[config.mk]
export PLATFORM = sky130hd
export DESIGN_NAME = tlb_walk_unit
export DESIGN_NICKNAME = d
export VERILOG_FILES = /design/src/rtl/tlb_walk_pkg.sv /design/src/rtl/tlb_entry_array.sv /design/src/rtl/tlb_walk_ctl.sv /design/src/rtl/tlb_walk_unit.sv
export SDC_FILE = /design/constraint.sdc
export NUM_CORES = 1
export LEC_CHECK = 0
export BUFFER_PORTS_ARGS = -buffer_cell sky130_fd_sc_hd__buf_2
export CAP_MARGIN = 10
export CORE_ASPECT_RATIO = 1.75
export CORE_MARGIN = 2
export CORE_UTILIZATION = 35
export CTS_BUF_LIST = sky130_fd_sc_hd__clkbuf_8 sky130_fd_sc_hd__clkbuf_16
export DETAILED_ROUTE_END_ITERATION = 12
export RECOVER_POWER = 25
export SLEW_MARGIN = 30
export SYNTH_ARGS = -nofsm -noshare
export SYNTH_HDL_FRONTEND = slang
export SYNTH_HIERARCHICAL = 1
export SYNTH_SLANG_ARGS = --single-unit
[constraint.sdc]
create_clock -name clk -period 2.4 [get_ports clk]
set_input_delay 0.24 -clock clk [delete_from_list [all_inputs] [get_ports clk]]
set_output_delay 0.24 -clock clk [all_outputs]
set_load 0.02 [all_outputs]
[src/rtl/tlb_walk_pkg.sv]
package tlb_walk_pkg;
  typedef enum logic [1:0] {
    ST_OK     = 2'd0,
    ST_BOUNDS = 2'd1,
    ST_FAULT  = 2'd2,
    ST_PROT   = 2'd3
  } xlat_status_e;

  typedef enum logic {
    S_IDLE  = 1'b0,
    S_FETCH = 1'b1
  } walk_state_e;
endpackage

[src/rtl/tlb_entry_array.sv]
module tlb_entry_array #(
  parameter int ENTRIES = 8,
  parameter int VPN_W   = 8,
  parameter int PPN_W   = 8,
  localparam int IDX_W  = $clog2(ENTRIES)
) (
  input  logic             clk,
  input  logic             rst_n,
  input  logic [VPN_W-1:0] lk_vpn,
  output logic             lk_hit,
  output logic [IDX_W-1:0] lk_idx,
  output logic [PPN_W-1:0] lk_ppn,
  output logic             lk_wr_ok,
  output logic             lk_dirty,
  input  logic             fill_en,
  input  logic [VPN_W-1:0] fill_vpn,
  input  logic [PPN_W-1:0] fill_ppn,
  input  logic             fill_wr_ok,
  input  logic             fill_dirty,
  input  logic             touch_en,
  input  logic [IDX_W-1:0] touch_idx,
  input  logic             touch_set_dirty
);
  logic [ENTRIES-1:0] valid_q, wr_q, dirty_q, used_q, match;
  logic [VPN_W-1:0]   vpn_q [ENTRIES];
  logic [PPN_W-1:0]   ppn_q [ENTRIES];
  logic [IDX_W-1:0]   ptr_q, ptr_n;
  logic               unused_usage;

  assign unused_usage = ^used_q;

  // replacement pointer: next-state then register
  always_comb begin
    ptr_n = ptr_q;
    if (fill_en) ptr_n = (ptr_q == IDX_W'(ENTRIES - 1)) ? '0 : ptr_q + 1'b1;
  end

  always_ff @(posedge clk or negedge rst_n) begin
    if (!rst_n) ptr_q <= '0;
    else        ptr_q <= ptr_n;
  end

  for (genvar i = 0; i < ENTRIES; i++) begin : g_slot
    logic ld, tch;
    assign ld       = fill_en && (ptr_q == IDX_W'(i));
    assign tch      = touch_en && (touch_idx == IDX_W'(i));
    assign match[i] = valid_q[i] && (vpn_q[i] == lk_vpn);

    always_ff @(posedge clk or negedge rst_n) begin
      if (!rst_n)  valid_q[i] <= 1'b0;
      else if (ld) valid_q[i] <= 1'b1;
    end

    always_ff @(posedge clk) begin
      if (ld) begin
        vpn_q[i] <= fill_vpn;
        ppn_q[i] <= fill_ppn;
        wr_q[i]  <= fill_wr_ok;
      end
    end

    always_ff @(posedge clk) begin
      if (ld) begin
        dirty_q[i] <= fill_dirty;
        used_q[i]  <= 1'b1;
      end else if (tch) begin
        dirty_q[i] <= dirty_q[i] | touch_set_dirty;
        used_q[i]  <= 1'b1;
      end
    end
  end

  always_comb begin
    lk_hit   = |match;
    lk_idx   = '0;
    lk_ppn   = '0;
    lk_wr_ok = 1'b0;
    lk_dirty = 1'b0;
    for (int i = 0; i < ENTRIES; i++) begin
      if (match[i]) begin
        lk_idx   = IDX_W'(i);
        lk_ppn   = ppn_q[i];
        lk_wr_ok = wr_q[i];
        lk_dirty = dirty_q[i];
      end
    end
  end
endmodule

[src/rtl/tlb_walk_ctl.sv]
module tlb_walk_ctl
  import tlb_walk_pkg::*;
#(
  parameter int VPN_W   = 8,
  parameter int OFF_W   = 8,
  parameter int PPN_W   = 8,
  parameter int ENTRIES = 8,
  parameter int MEM_AW  = 16,
  parameter int PTE_W   = 16,
  localparam int VA_W   = VPN_W + OFF_W,
  localparam int PA_W   = PPN_W + OFF_W,
  localparam int IDX_W  = $clog2(ENTRIES)
) (
  input  logic              clk,
  input  logic              rst_n,
  input  logic              req_valid,
  output logic              req_ready,
  input  logic [VA_W-1:0]   req_vaddr,
  input  logic              req_write,
  input  logic [MEM_AW-1:0] pt_base,
  input  logic [VPN_W:0]    pt_limit,
  input  logic              lk_hit,
  input  logic [IDX_W-1:0]  lk_idx,
  input  logic [PPN_W-1:0]  lk_ppn,
  input  logic              lk_wr_ok,
  input  logic              lk_dirty,
  output logic              fill_en,
  output logic [VPN_W-1:0]  fill_vpn,
  output logic [PPN_W-1:0]  fill_ppn,
  output logic              fill_wr_ok,
  output logic              fill_dirty,
  output logic              touch_en,
  output logic [IDX_W-1:0]  touch_idx,
  output logic              touch_set_dirty,
  output logic              mem_req,
  output logic [MEM_AW-1:0] mem_addr,
  input  logic              mem_rvalid,
  input  logic [PTE_W-1:0]  mem_rdata,
  output logic              resp_valid,
  output logic [PA_W-1:0]   resp_paddr,
  output logic [1:0]        resp_status,
  output logic              resp_dirty
);
  localparam int PRESENT_BIT = PTE_W - 1;
  localparam int WRITE_BIT   = PTE_W - 2;

  walk_state_e      state_q, state_n;
  logic [VPN_W-1:0] cur_vpn_q, req_vpn;
  logic [OFF_W-1:0] cur_off_q, req_off;
  logic             cur_wr_q, cur_ld;
  logic             rsp_v_n, rsp_d_n;
  logic [PA_W-1:0]  rsp_pa_n;
  xlat_status_e     rsp_st_n;
  logic             pte_present, pte_wr;
  logic [PPN_W-1:0] pte_ppn;
  logic             unused_pte_bits;

  assign req_vpn         = req_vaddr[VA_W-1:OFF_W];
  assign req_off         = req_vaddr[OFF_W-1:0];
  assign pte_present     = mem_rdata[PRESENT_BIT];
  assign pte_wr          = mem_rdata[WRITE_BIT];
  assign pte_ppn         = mem_rdata[PPN_W-1:0];
  assign unused_pte_bits = ^mem_rdata[PTE_W-3:PPN_W];

  assign req_ready  = (state_q == S_IDLE) && rst_n;
  assign mem_req    = (state_q == S_FETCH);
  assign mem_addr   = pt_base + MEM_AW'(cur_vpn_q);
  assign fill_vpn   = cur_vpn_q;
  assign fill_ppn   = pte_ppn;
  assign fill_wr_ok = pte_wr;
  assign touch_idx  = lk_idx;

  always_comb begin
    state_n         = state_q;
    cur_ld          = 1'b0;
    rsp_v_n         = 1'b0;
    rsp_pa_n        = '0;
    rsp_st_n        = ST_OK;
    rsp_d_n         = 1'b0;
    fill_en         = 1'b0;
    fill_dirty      = 1'b0;
    touch_en        = 1'b0;
    touch_set_dirty = 1'b0;
    case (state_q)
      S_IDLE: begin
        if (req_valid) begin
          if (lk_hit) begin
            rsp_v_n  = 1'b1;
            touch_en = 1'b1;
            if (req_write && !lk_wr_ok) begin
              rsp_st_n = ST_PROT;
              rsp_d_n  = lk_dirty;
            end else begin
              rsp_pa_n        = {lk_ppn, req_off};
              rsp_d_n         = lk_dirty | req_write;
              touch_set_dirty = req_write;
            end
          end else if ({1'b0, req_vpn} >= pt_limit) begin
            rsp_v_n  = 1'b1;
            rsp_st_n = ST_BOUNDS;
          end else begin
            cur_ld  = 1'b1;
            state_n = S_FETCH;
          end
        end
      end
      S_FETCH: begin
        if (mem_rvalid) begin
          state_n = S_IDLE;
          rsp_v_n = 1'b1;
          if (!pte_present) begin
            rsp_st_n = ST_FAULT;
          end else begin
            fill_en    = 1'b1;
            fill_dirty = cur_wr_q && pte_wr;
            rsp_d_n    = cur_wr_q && pte_wr;
            if (cur_wr_q && !pte_wr) rsp_st_n = ST_PROT;
            else                     rsp_pa_n = {pte_ppn, cur_off_q};
          end
        end
      end
      default: state_n = S_IDLE;
    endcase
  end

  always_ff @(posedge clk or negedge rst_n) begin
    if (!rst_n) begin
      state_q    <= S_IDLE;
      resp_valid <= 1'b0;
    end else begin
      state_q    <= state_n;
      resp_valid <= rsp_v_n;
    end
  end

  always_ff @(posedge clk) begin
    resp_paddr  <= rsp_pa_n;
    resp_status <= rsp_st_n;
    resp_dirty  <= rsp_d_n;
  end

  always_ff @(posedge clk) begin
    if (cur_ld) begin
      cur_vpn_q <= req_vpn;
      cur_off_q <= req_off;
      cur_wr_q  <= req_write;
    end
  end
endmodule

[src/rtl/tlb_walk_unit.sv]
module tlb_walk_unit #(
  parameter int VPN_W   = 8,
  parameter int OFF_W   = 8,
  parameter int PPN_W   = 8,
  parameter int ENTRIES = 8,
  parameter int MEM_AW  = 16,
  parameter int PTE_W   = 16,
  localparam int VA_W   = VPN_W + OFF_W,
  localparam int PA_W   = PPN_W + OFF_W,
  localparam int IDX_W  = $clog2(ENTRIES)
) (
  input  logic              clk,
  input  logic              rst_n,
  input  logic              req_valid,
  output logic              req_ready,
  input  logic [VA_W-1:0]   req_vaddr,
  input  logic              req_write,
  input  logic [MEM_AW-1:0] pt_base,
  input  logic [VPN_W:0]    pt_limit,
  output logic              mem_req,
  output logic [MEM_AW-1:0] mem_addr,
  input  logic              mem_rvalid,
  input  logic [PTE_W-1:0]  mem_rdata,
  output logic              resp_valid,
  output logic [PA_W-1:0]   resp_paddr,
  output logic [1:0]        resp_status,
  output logic              resp_dirty
);
  logic [1:0]       rst_sync_q;
  logic             rst_int_n;
  logic             lk_hit, lk_wr_ok, lk_dirty;
  logic [IDX_W-1:0] lk_idx, touch_idx;
  logic [PPN_W-1:0] lk_ppn, fill_ppn;
  logic [VPN_W-1:0] fill_vpn;
  logic             fill_en, fill_wr_ok, fill_dirty;
  logic             touch_en, touch_set_dirty;

  // assert asynchronously, release on the clock
  always_ff @(posedge clk or negedge rst_n) begin
    if (!rst_n) rst_sync_q <= 2'b00;
    else        rst_sync_q <= {rst_sync_q[0], 1'b1};
  end
  assign rst_int_n = rst_sync_q[1];

  tlb_entry_array #(.ENTRIES(ENTRIES), .VPN_W(VPN_W), .PPN_W(PPN_W)) u_array (
    .clk(clk), .rst_n(rst_int_n),
    .lk_vpn(req_vaddr[VA_W-1:OFF_W]), .lk_hit(lk_hit), .lk_idx(lk_idx),
    .lk_ppn(lk_ppn), .lk_wr_ok(lk_wr_ok), .lk_dirty(lk_dirty),
    .fill_en(fill_en), .fill_vpn(fill_vpn), .fill_ppn(fill_ppn),
    .fill_wr_ok(fill_wr_ok), .fill_dirty(fill_dirty),
    .touch_en(touch_en), .touch_idx(touch_idx), .touch_set_dirty(touch_set_dirty)
  );

  tlb_walk_ctl #(.VPN_W(VPN_W), .OFF_W(OFF_W), .PPN_W(PPN_W), .ENTRIES(ENTRIES),
                 .MEM_AW(MEM_AW), .PTE_W(PTE_W)) u_ctl (
    .clk(clk), .rst_n(rst_int_n),
    .req_valid(req_valid), .req_ready(req_ready), .req_vaddr(req_vaddr),
    .req_write(req_write), .pt_base(pt_base), .pt_limit(pt_limit),
    .lk_hit(lk_hit), .lk_idx(lk_idx), .lk_ppn(lk_ppn), .lk_wr_ok(lk_wr_ok),
    .lk_dirty(lk_dirty),
    .fill_en(fill_en), .fill_vpn(fill_vpn), .fill_ppn(fill_ppn),
    .fill_wr_ok(fill_wr_ok), .fill_dirty(fill_dirty),
    .touch_en(touch_en), .touch_idx(touch_idx), .touch_set_dirty(touch_set_dirty),
    .mem_req(mem_req), .mem_addr(mem_addr), .mem_rvalid(mem_rvalid),
    .mem_rdata(mem_rdata),
    .resp_valid(resp_valid), .resp_paddr(resp_paddr),
    .resp_status(resp_status), .resp_dirty(resp_dirty)
  );
endmodule

==> results of run 1 <==
routing by layer:
| layer | up-vias | global-route usage | part of all wire |
|---|---|---|---|
| met5 | - | 0 | 0 |
| met4 | 0 | 0.0996 | 0.050 |
| met2 | 166 | 0.340 | 0.57 |
| met1 | 2965 | 0.177 | 0.35 |
| met3 | 54 | 0.0247 | 0.030 |
| li1 | 2881 | - | - |
power groups by stage:
stage	logic [mW]	clock network (mW)	registers, mW
floorplan	0.641	0	4.08
global route	1.32	2.94	4.07
global placement	1.07	0	4.12
finish	1.22	2.75	4.05
CTS	1.18	2.79	4.05
detailed placement	1.08	0	4.13
cells in the final DEF (no fill, tap or decap), drive strengths merged, types with 10 or more instances in the layout:
cell type / Yosys / layout
a21oi: 28 / 28
a22o: 18 / 18
buf: 30 / 184
clkbuf: 6 / 37
dfrtp: 15 / 15
dfxtp: 19 / 19
edfxtp: 161 / 161
ha: 22 / 22
inv: 33 / 39
nand2: 43 / 43
nand2b: 19 / 19
nand3: 16 / 16
nand4: 12 / 12
nor2: 40 / 40
nor3: 10 / 10
o21ai: 24 / 24
o221ai: 10 / 10
xnor2: 44 / 44
xor2: 30 / 30
registers in the layout, indices dropped and copies added (netlist names):
name / count
u_ctl/cur_off_q: 8
u_ctl/resp_dirty: 1
u_array/ptr_q: 3
u_array/valid_q: 8
u_ctl/mem_req: 1
u_ctl/resp_paddr: 16
u_ctl/cur_wr_q: 1
u_ctl/resp_status: 2
u_array/wr_q: 8
u_ctl/resp_valid: 1
rst_sync_q: 2
u_array/dirty_q: 8
u_ctl/fill_vpn: 8
u_array/vpn_q: 64
u_array/ppn_q: 64
how the worst min path moves through the flow:
| stage | startpoint | end | slack [ps] | cells past startpoint |
|---|---|---|---|---|
| detailed placement | rst_n | rst_sync_q[0] | 30 | 1 |
| floorplan | rst_n | rst_sync_q[0] | -60 | 0 |
| finish | req_vaddr[2] | u_ctl/cur_off_q[2] | 30 | 1 |
| CTS | req_vaddr[2] | u_ctl/cur_off_q[2] | 0.3 | 1 |
| global route | req_vaddr[3] | u_ctl/cur_off_q[3] | 40 | 1 |
| global placement | rst_n | rst_sync_q[1] | 30 | 1 |
logic make-up after synthesis:
| logic type | after synthesis | synth area share |
|---|---|---|
| multiplexers | 3 | 0.00334 |
| buffers and inverters | 69 | 0.0422 |
| XOR/XNOR | 74 | 0.0721 |
| flip-flops | 195 | 0.622 |
| other | 1 | 0.000417 |
| AO/OA/AOI/OAI | 136 | 0.120 |
| adder cells (fa/ha/maj) | 23 | 0.0328 |
| AND/OR/NAND/NOR | 178 | 0.108 |
cell type report:
| class | instances | area [um2] | area share |
|---|---|---|---|
| timing repair buffer | 209 | 1550 | 0.132 |
| sequential | 195 | 5590 | 0.476 |
| clock inverter | 13 | 116 | 0.00992 |
| clock buffer | 19 | 453 | 0.0386 |
| multi-input combinational | 415 | 3500 | 0.299 |
| tap | 316 | 395 | 0.0337 |
| inverter | 33 | 129 | 0.0110 |
per-stage QoR:
| step | total power, mW | utilization | cell area (um2) | hold slack [ps] | instances |
|---|---|---|---|---|---|
| 2_1_floorplan | 4.72 | - | 9080 | -55.6 | 679 |
| 3_3_place_gp | 5.19 | 0.412 | 10400 | 26.1 | 1142 |
| 3_5_place_dp | 5.21 | 0.412 | 10400 | 29.0 | 1142 |
| 4_1_cts | 8.02 | 0.454 | 11500 | 0.257 | 1197 |
| 5_1_grt | 8.33 | 0.465 | 11700 | 36.7 | 1200 |
| 6_report | 8.03 | 0.465 | 11700 | 32.0 | 1200 |
what timing repair did:
action,CTS,global route
resized for setup,74,51
pin swaps,34,34
cloned,1,1
endpoints found under the hold margin,8,0
endpoints found under the setup margin,63,66
hold buffers,7,0
setup buffers,18,10
==> flow_summary.yaml, run 1 <==
outcome:
  status: "finished with violations"
  violations: "setup timing"
setup_path:
  r2r_slack_ps: -300
  slowest_delay_ps: 530
  cp.depth: 12
  r2r_end: "u_ctl/cur_off_q[4]"
  critical_path.startpoint: "u_array/vpn_q[1][14]"
  rr_worst_depth: 12
  worstSetupPathType: "reg -> reg"
  required_ps: 2550
  path_max_fanout: 9
  endpoint: "u_ctl/cur_off_q[4]"
  path_cells: "xnor2_2 > nand4_1 > nor4_4 > nor2_2 > buf_6 > nand2_4 > or4b_4 > inv_2 > o221ai_2 > nand3b_1 > nor2_4 > buf_12"
  crit_path_top_delay_cell: "or4b_4"
  crit_arrival_ps: 2850
  crit_buf_inv: 3
  r2r-start: "u_array/vpn_q[1][14]"
  critical-path-top-delay-family: "simple AND/OR/NAND/NOR gates"
  crit_path_start_kind: "flop"
  critPathCaptureType: "flop"
detailed_routing:
  drc_errors: 0
  avgViaCountPerCell: 5.06
  first_pass_iters: 4
  vias: 6066
  drt-wirelength-per-cell_um: 19.8
  wl_mm: 23.8
  drtIter0Drc: 350
  ant_nets: 0
yosys:
  syn_area_um2: 8990
  synth_cells: 679
  ys_ff_latch: 195
  synth_top_cell_by_area: "edfxtp_1"
  ys_seq_area_frac: 0.622
  synth.top_cell.area_share: 0.538
  async_flop_share: 0.0769
  synth_nets: 764
  synth_common_cells: "161 x edfxtp_1, 44 x xnor2_1, 43 x nand2_1, 38 x nor2_1, 31 x inv_1"
  synth_area_leaders: "edfxtp_1 54%, xnor2_1 4.3%, dfxtp_1 4.2%, dfrtp_1 4.2%, ha_1 3.1%"
  yosysMostFrequentCell: "edfxtp_1"
  synth_edf_count: 161
  ys.warnings.count: 6
  synth_ff_type: "edfxtp_1"
  synth_cell_types: 79
  synth_area_per_cell_um2: 13.2
global_routing:
  grt_pass1_vias: 6319
  antenna_found_initial: 0
  grt_max_degree: 19
  overflow: 0
  grtUsageTotal: 0.176
  grt_pass1_wl_mm: 35.6
power_and_ir_drop:
  seqPwrFrac: 0.505
  p_leak_nw: 4.54
  p_int_mw: 5.84
  power_density_nw_per_um2: 684
  switching_share: 0.272
  ir_drop_uv: 410
  combPwrFrac: 0.152
  switchingPower_mw: 2.18
  pwr-share-clk: 0.343
clocking:
  cts_sinks: 195
  clock_latency_ps: 440
  clkTransAtPathRegs_ps: 70
  cts_max_level: 4
  clockBufferDepth: 2
  cts_root_buffer: "clkbuf_16"
  cts_tree: "yes"
  cts_inserted_buffers: 17
floorplan:
  die-area_um2: 27000
  core_um2: 25200
  ios: 100
  dieHeight_um: 216
  rows: 77
  fp.dieW_um: 125
  start_util: 0.356
finish:
  syn2layout_area_growth_pct: 30.5
  antenna_cells: 0
  drive_gt1_frac: 0.365
  fillers: 2273
  final_net_count: 956
sta:
  finalCriticalPeriod_ps: 2700
  hold_violations: 0
  fmax_mhz: 370
  relSlewSlack: 0.497
  post-route-period-util: 1.13
  maxSlewViolCount: 0
  layout_setup_ws_ps: -304
  rsz0062_at_grt: "yes"
  tns_ps: -13650
  tightest_slew_ps: 754
  clock_skew_ps: 15.1
  setup_viol: 64
job:
  drv_cap: 0
placed_design:
  portBuffers: 93
  post-place-ws_ps: -463
  dpl.hpwl_mm: 16.8
  gp_congestion: 0.868
min_path:
  hold_class: "in -> reg"
Note: power is estimated with default switching activity, not from simulation.
==> inputs of run 2 (changes only) <==
--- a/config.mk
+++ b/config.mk
@@ -7,7 +7,6 @@
 export LEC_CHECK = 0
 export BUFFER_PORTS_ARGS = -buffer_cell sky130_fd_sc_hd__buf_2
 export CAP_MARGIN = 10
-export CORE_ASPECT_RATIO = 1.75
 export CORE_MARGIN = 2
 export CORE_UTILIZATION = 35
 export CTS_BUF_LIST = sky130_fd_sc_hd__clkbuf_8 sky130_fd_sc_hd__clkbuf_16
==> run 2 against run 1 <==
  * The flow still finishes with violations (setup timing)
  * Final area rose by 0.70%
  * Fmax rose by 2.8%
  * Cell count rose by 1.3%
  * Power rose by 1.5%
  * Non-clock buffer count rose by 1
==> flow_summary.yaml, run 2 (synthesized netlist as in run 1, its figures left out) <==
finish:
  top_regs: "u_array/ppn_q x64, u_array/vpn_q x64, u_ctl/resp_paddr x16"
  antenna_cells: 0
  layout_commonest_cell: "edfxtp_1"
  final_cells: 1215
  final_net_count: 957
  syn2layout_area_growth_pct: 31.4
  most-common-layout-cells: "161 x edfxtp_1, 96 x buf_4, 75 x buf_2"
  drive_gt1_frac: 0.369
  fillers: 2216
detailed_routing:
  vias: 6102
  wl_mm: 23.0
  drc_errors: 0
  first_pass_iters: 5
  met1Wirelength_mm: 10.1
  wl_met2_mm: 11.5
  avgViaCountPerCell: 5.02
  top_layer: "met4"
  drt-wirelength-per-cell_um: 19.0
  drtIter0Drc: 383
  ant_nets: 0
  wl_met3_mm: 1.13
clocking:
  cts_sinks: 195
  cts_inserted_buffers: 17
  clkTransAtPathRegs_ps: 70
  cts_root_buffer: "clkbuf_16"
  clock_latency_ps: 450
  cts_tree: "yes"
  clockBufferDepth: 2
  cts_max_level: 4
global_routing:
  grtUsageTotal: 0.175
  antenna_found_initial: 0
  grt_pass1_vias: 6135
  grt_pass1_wl_mm: 34.7
  overflow: 0
  grt_max_degree: 19
setup_path:
  critical_path.startpoint: "u_ctl/fill_vpn[0]"
  r2r_end: "u_ctl/fill_vpn[7]"
  r2r_slack_ps: -220
  critPathCaptureType: "output pin"
  crit_path_top_delay_cell: "edfxtp_1"
  rr_worst_depth: 10
  crit_arrival_ps: 2390
  worstSetupPathType: "reg -> out"
  crit_path_start_kind: "flop"
  slowest_delay_ps: 470
  path_cells: "ha_4 > fa_2 > a211oi_4 > o21bai_1 > a21oi_1 > xnor2_1 > buf_4"
  r2r-start: "u_array/vpn_q[0][5]"
  required_ps: 2160
  endpoint: "mem_addr[6]"
  path_max_fanout: 2
sta:
  tns_ps: -10630
  clock_skew_ps: 18.9
  fmax_mhz: 380
  maxSlewViolCount: 0
  post-route-period-util: 1.10
  hold_violations: 0
  relSlewSlack: 0.479
  layout_setup_ws_ps: -230
  tightest_slew_ps: 781
  finalCriticalPeriod_ps: 2630
  rsz0062_at_grt: "yes"
  setup_viol: 63
outcome:
  status: "finished with violations"
  violations: "setup timing"
floorplan:
  die-area_um2: 27000
  rows: 58
  start_util: 0.357
  fp.dieW_um: 164
  dieHeight_um: 164
  core_um2: 25200
  ios: 100
placed_design:
  portBuffers: 93
  gp_congestion: 0.839
  dpl.hpwl_mm: 15.8
  placedCellCount: 1149
power_and_ir_drop:
  power_density_nw_per_um2: 689
  ir_drop_uv: 393
  p_leak_nw: 4.55
min_path:
  hold_class: "in -> reg"
  hp-start: "mem_rvalid"
job:
  drv_cap: 0
-- run 2: changes by cell type in the layout (fill, tap and decap cells not counted), sizes merged --
cell         change
clkinvlp         -2
buf              +6
clkinv           -3
clkbuf           -5
dlygate4sd3      +2
inv              +3
-- run 2: cell type report --
class                           count  area (um2)  share of cell area
Timing Repair Buffer              210        1510               0.127
Inverter                           33         124              0.0105
Sequential cell                   195        5590               0.473
Multi-Input combinational cell    415        3580               0.303
Clock inverter                     11        80.1             0.00678
Tap cell                          330         413              0.0349
Clock buffer                       21         526              0.0445
-- run 2: worst min-delay path by stage --
stage	slack [ps]	end	depth (start not counted)
floorplan	-60	rst_sync_q[0]	0
CTS	20	u_ctl/mem_req	2
finish	40	u_ctl/mem_req	2
global placement	30	rst_sync_q[1]	1
detailed placement	30	rst_sync_q[1]	1
global route	50	u_ctl/mem_req	2
-- run 2: critical path, delay by kind of cell, from the launching register on --
kind | cells | cell delay (ps)
adder cells (fa/ha/maj) | 2 | 590
AO/OA/AOI/OAI | 3 | 550
flip-flops | 1 | 470
buffers and inverters | 1 | 180
XOR/XNOR | 1 | 160
-- run 2: timing repair --
action | CTS | global route
gates resized for setup | 69 | 47
setup endpoints to repair | 66 | 66
setup buffers | 26 | 8
hold endpoints to repair | 10 | 0
hold buffers | 9 | 0
pin swaps | 34 | 28
-- run 2: metrics by stage --
step                       util  instance area (um2)  hold slack (ps)  worst slack [ps]  total power [mW]
after CTS                 0.460                11600             18.3              -249              8.12
after global routing      0.469                11800             49.0              -332              8.44
after floorplan               -                 9080            -55.6              -138              4.72
final                     0.469                11800             43.8              -230              8.15
after detailed placement  0.413                10400             27.4              -707              5.16
after global placement    0.413                10400             25.9              -675              5.14
-- run 2: where the power goes --
part           total [mW]  switching, mW  internal, mW  leakage, nW
clock network        2.89           1.30          1.59        0.310
registers            4.04          0.145          3.89         1.79
logic                1.22          0.681         0.538         2.45
-- run 2: metal layers --
layer,vias to the layer above,track usage
met5,-,0
met1,3025,0.224
met3,24,0.0384
li1,2874,-
met2,179,0.297
met4,0,0.0554
==> inputs of run 3 (changes only) <==
--- a/config.mk
+++ b/config.mk
@@ -5,12 +5,14 @@
 export SDC_FILE = /design/constraint.sdc
 export NUM_CORES = 1
 export LEC_CHECK = 0
+export ABC_CLOCK_PERIOD_IN_PS = 2400
 export BUFFER_PORTS_ARGS = -buffer_cell sky130_fd_sc_hd__buf_2
 export CAP_MARGIN = 10
-export CORE_MARGIN = 2
+export CORE_MARGIN = 5
 export CORE_UTILIZATION = 35
 export CTS_BUF_LIST = sky130_fd_sc_hd__clkbuf_8 sky130_fd_sc_hd__clkbuf_16
 export DETAILED_ROUTE_END_ITERATION = 12
+export MAX_ROUTING_LAYER = met4
 export RECOVER_POWER = 25
 export SLEW_MARGIN = 30
 export SYNTH_ARGS = -nofsm -noshare
==> run 3 against run 2 <==
  * The flow still finishes with violations (setup timing)
  * Critical path depth increased by 5
  * Sequential power hardly changed
  * Utilization shrank 1.1 points
  * Final area fell by 2.0%
  * Die area is 7.4% higher
  * Critical endpoint is now u_ctl/fill_vpn[4]
==> flow_summary.yaml, run 3 (synthesized netlist as in run 1, its figures left out) <==
min_path:
  whs_path_depth: 2
  hp-start: "mem_rvalid"
  hold_class: "in -> reg"
  min_to: "u_ctl/mem_req"
setup_path:
  crit_buf_inv: 3
  crit_path_top_delay_cell: "or4b_4"
  critPathCaptureType: "flop"
  required_ps: 2550
  r2r-start: "u_array/vpn_q[1][15]"
  path_max_fanout: 8
  worstSetupPathType: "reg -> reg"
  crit_path_start_kind: "flop"
  cp_common_cell: "nand2_2"
  r2r_slack_ps: -270
  path_cells: "xnor2_2 > buf_4 > nand2_2 > nor4_2 > nor2_1 > nand2_2 > or4b_4 > inv_2 > o221ai_2 > nand3b_1 > nor2_4 > buf_12"
  r2r_end: "u_ctl/fill_vpn[4]"
  slowest_delay_ps: 540
  crit_arrival_ps: 2820
  critical-path-top-delay-family: "simple AND/OR/NAND/NOR gates"
  cp.depth: 12
  rr_worst_depth: 12
placed_design:
  portBuffers: 93
  dpl.hpwl_mm: 15.5
  placedCellCount: 1146
  post-place-ws_ps: -475
  gp_congestion: 0.859
  place_area_um2: 10400
detailed_routing:
  drt-wirelength-per-cell_um: 18.5
  first_pass_iters: 5
  wl_mm: 22.3
  drtIter0Drc: 319
  vias: 6049
  drc_errors: 0
  ant_nets: 0
  avgViaCountPerCell: 5.01
finish:
  fin_util: 0.458
  most-common-layout-cells: "161 x edfxtp_1, 97 x buf_4, 70 x buf_2"
  final_cells: 1208
  drive_gt1_frac: 0.349
  stdcell_area_um2: 11600
  syn2layout_area_growth_pct: 28.7
  final_net_count: 950
  antenna_cells: 0
  top_regs: "u_array/ppn_q x64, u_array/vpn_q x64, u_ctl/resp_paddr x16"
  fillers: 2308
  layout_commonest_cell: "edfxtp_1"
clocking:
  clockBufferDepth: 2
  cts_tree: "yes"
  clock_latency_ps: 440
  cts_max_level: 4
  cts_sinks: 195
  cts_inserted_buffers: 17
  clkTransAtPathRegs_ps: 70
  cts_root_buffer: "clkbuf_16"
power_and_ir_drop:
  switchingPower_mw: 2.14
  p_int_mw: 6.02
  ir_drop_uv: 434
  power_density_nw_per_um2: 705
  combPwrFrac: 0.148
  switching_share: 0.263
  p_leak_nw: 4.47
  seqPwrFrac: 0.493
  pwr-share-clk: 0.359
global_routing:
  grt_pass1_vias: 6231
  grt_pass1_wl_mm: 34.6
  antenna_found_initial: 0
  grt_max_degree: 19
  overflow: 0
  grtUsageTotal: 0.161
sta:
  hold_violations: 0
  maxSlewViolCount: 0
  tightest_slew_ps: 759
  rsz0062_at_grt: "yes"
  layout_setup_ws_ps: -269
  setup_viol: 59
  finalCriticalPeriod_ps: 2670
  whs_ps: 48.3
  relSlewSlack: 0.494
  fmax_mhz: 375
  post-route-period-util: 1.11
  clock_skew_ps: 10.6
floorplan:
  dieHeight_um: 170
  start_util: 0.356
  rows: 58
  ios: 100
  fp.dieW_um: 170
  die-area_um2: 29000
  core_um2: 25300
job:
  drv_cap: 0
outcome:
  violations: "setup timing"
  status: "finished with violations"
-- run 3: power groups by stage --
| stage | sequential, mW | clock, mW | combinational (mW) |
|---|---|---|---|
| after global routing | 4.05 | 3.13 | 1.32 |
| final | 4.03 | 2.93 | 1.21 |
| after global placement | 4.10 | 0 | 1.05 |
| after floorplan | 4.08 | 0 | 0.641 |
| after detailed placement | 4.10 | 0 | 1.06 |
| after CTS | 4.03 | 2.98 | 1.20 |
-- run 3: layout make-up --
class                           count  area (um2)  share of cell area
Clock buffer                       19         475              0.0411
Clock inverter                     13         136              0.0118
Timing Repair Buffer              203        1430               0.123
Tap cell                          330         413              0.0357
Sequential cell                   195        5590               0.483
Inverter                           33         124              0.0107
Multi-Input combinational cell    415        3410               0.295
-- run 3: worst max-delay path by stage --
stage | from | end
2_1_floorplan | u_array/vpn_q[1][20] | u_ctl/cur_off_q[0]
3_3_place_gp | req_vaddr[9] | u_ctl/fill_vpn[3]
3_5_place_dp | req_vaddr[13] | u_ctl/fill_vpn[3]
4_1_cts | u_array/vpn_q[1][21] | u_ctl/fill_vpn[6]
5_1_grt | u_array/vpn_q[1][19] | u_ctl/fill_vpn[4]
6_report | u_array/vpn_q[1][15] | u_ctl/fill_vpn[4]
-- run 3: stage by stage --
stage | TNS [ps] | power [mW]
final | -10660 | 8.16
after floorplan | -3430 | 4.72
after global routing | -18630 | 8.50
after detailed placement | -20090 | 5.16
after CTS | -9990 | 8.20
after global placement | -18590 | 5.15
-- run 3: worst reg2reg max path, cell delays in order (launching register included) --
cell	delay (ps)
edfxtp_1	410
xnor2_2	150
buf_4	150
nand2_2	50
nor4_2	50
nor2_1	170
nand2_2	90
or4b_4	540
inv_2	80
o221ai_2	90
nand3b_1	230
nor2_4	200
buf_12	160
-- run 3: repair_timing --
| item | in CTS | in global routing |
|---|---|---|
| cloned | 0 | 0 |
| hold buffers | 9 | 0 |
| hold endpoints to repair | 10 | 0 |
| pin swaps | 29 | 9 |
| setup endpoints to repair | 63 | 65 |
| buffers inserted | 20 | 4 |
| gates resized for setup | 67 | 16 |
-- run 3: routing by layer --
layer	global-route usage	up-vias	routed length, um
met5	-	-	0
met4	0.0556	0	420
met3	0.0283	29	991
met2	0.257	148	11200
met1	0.209	3004	9720
li1	-	2868	-
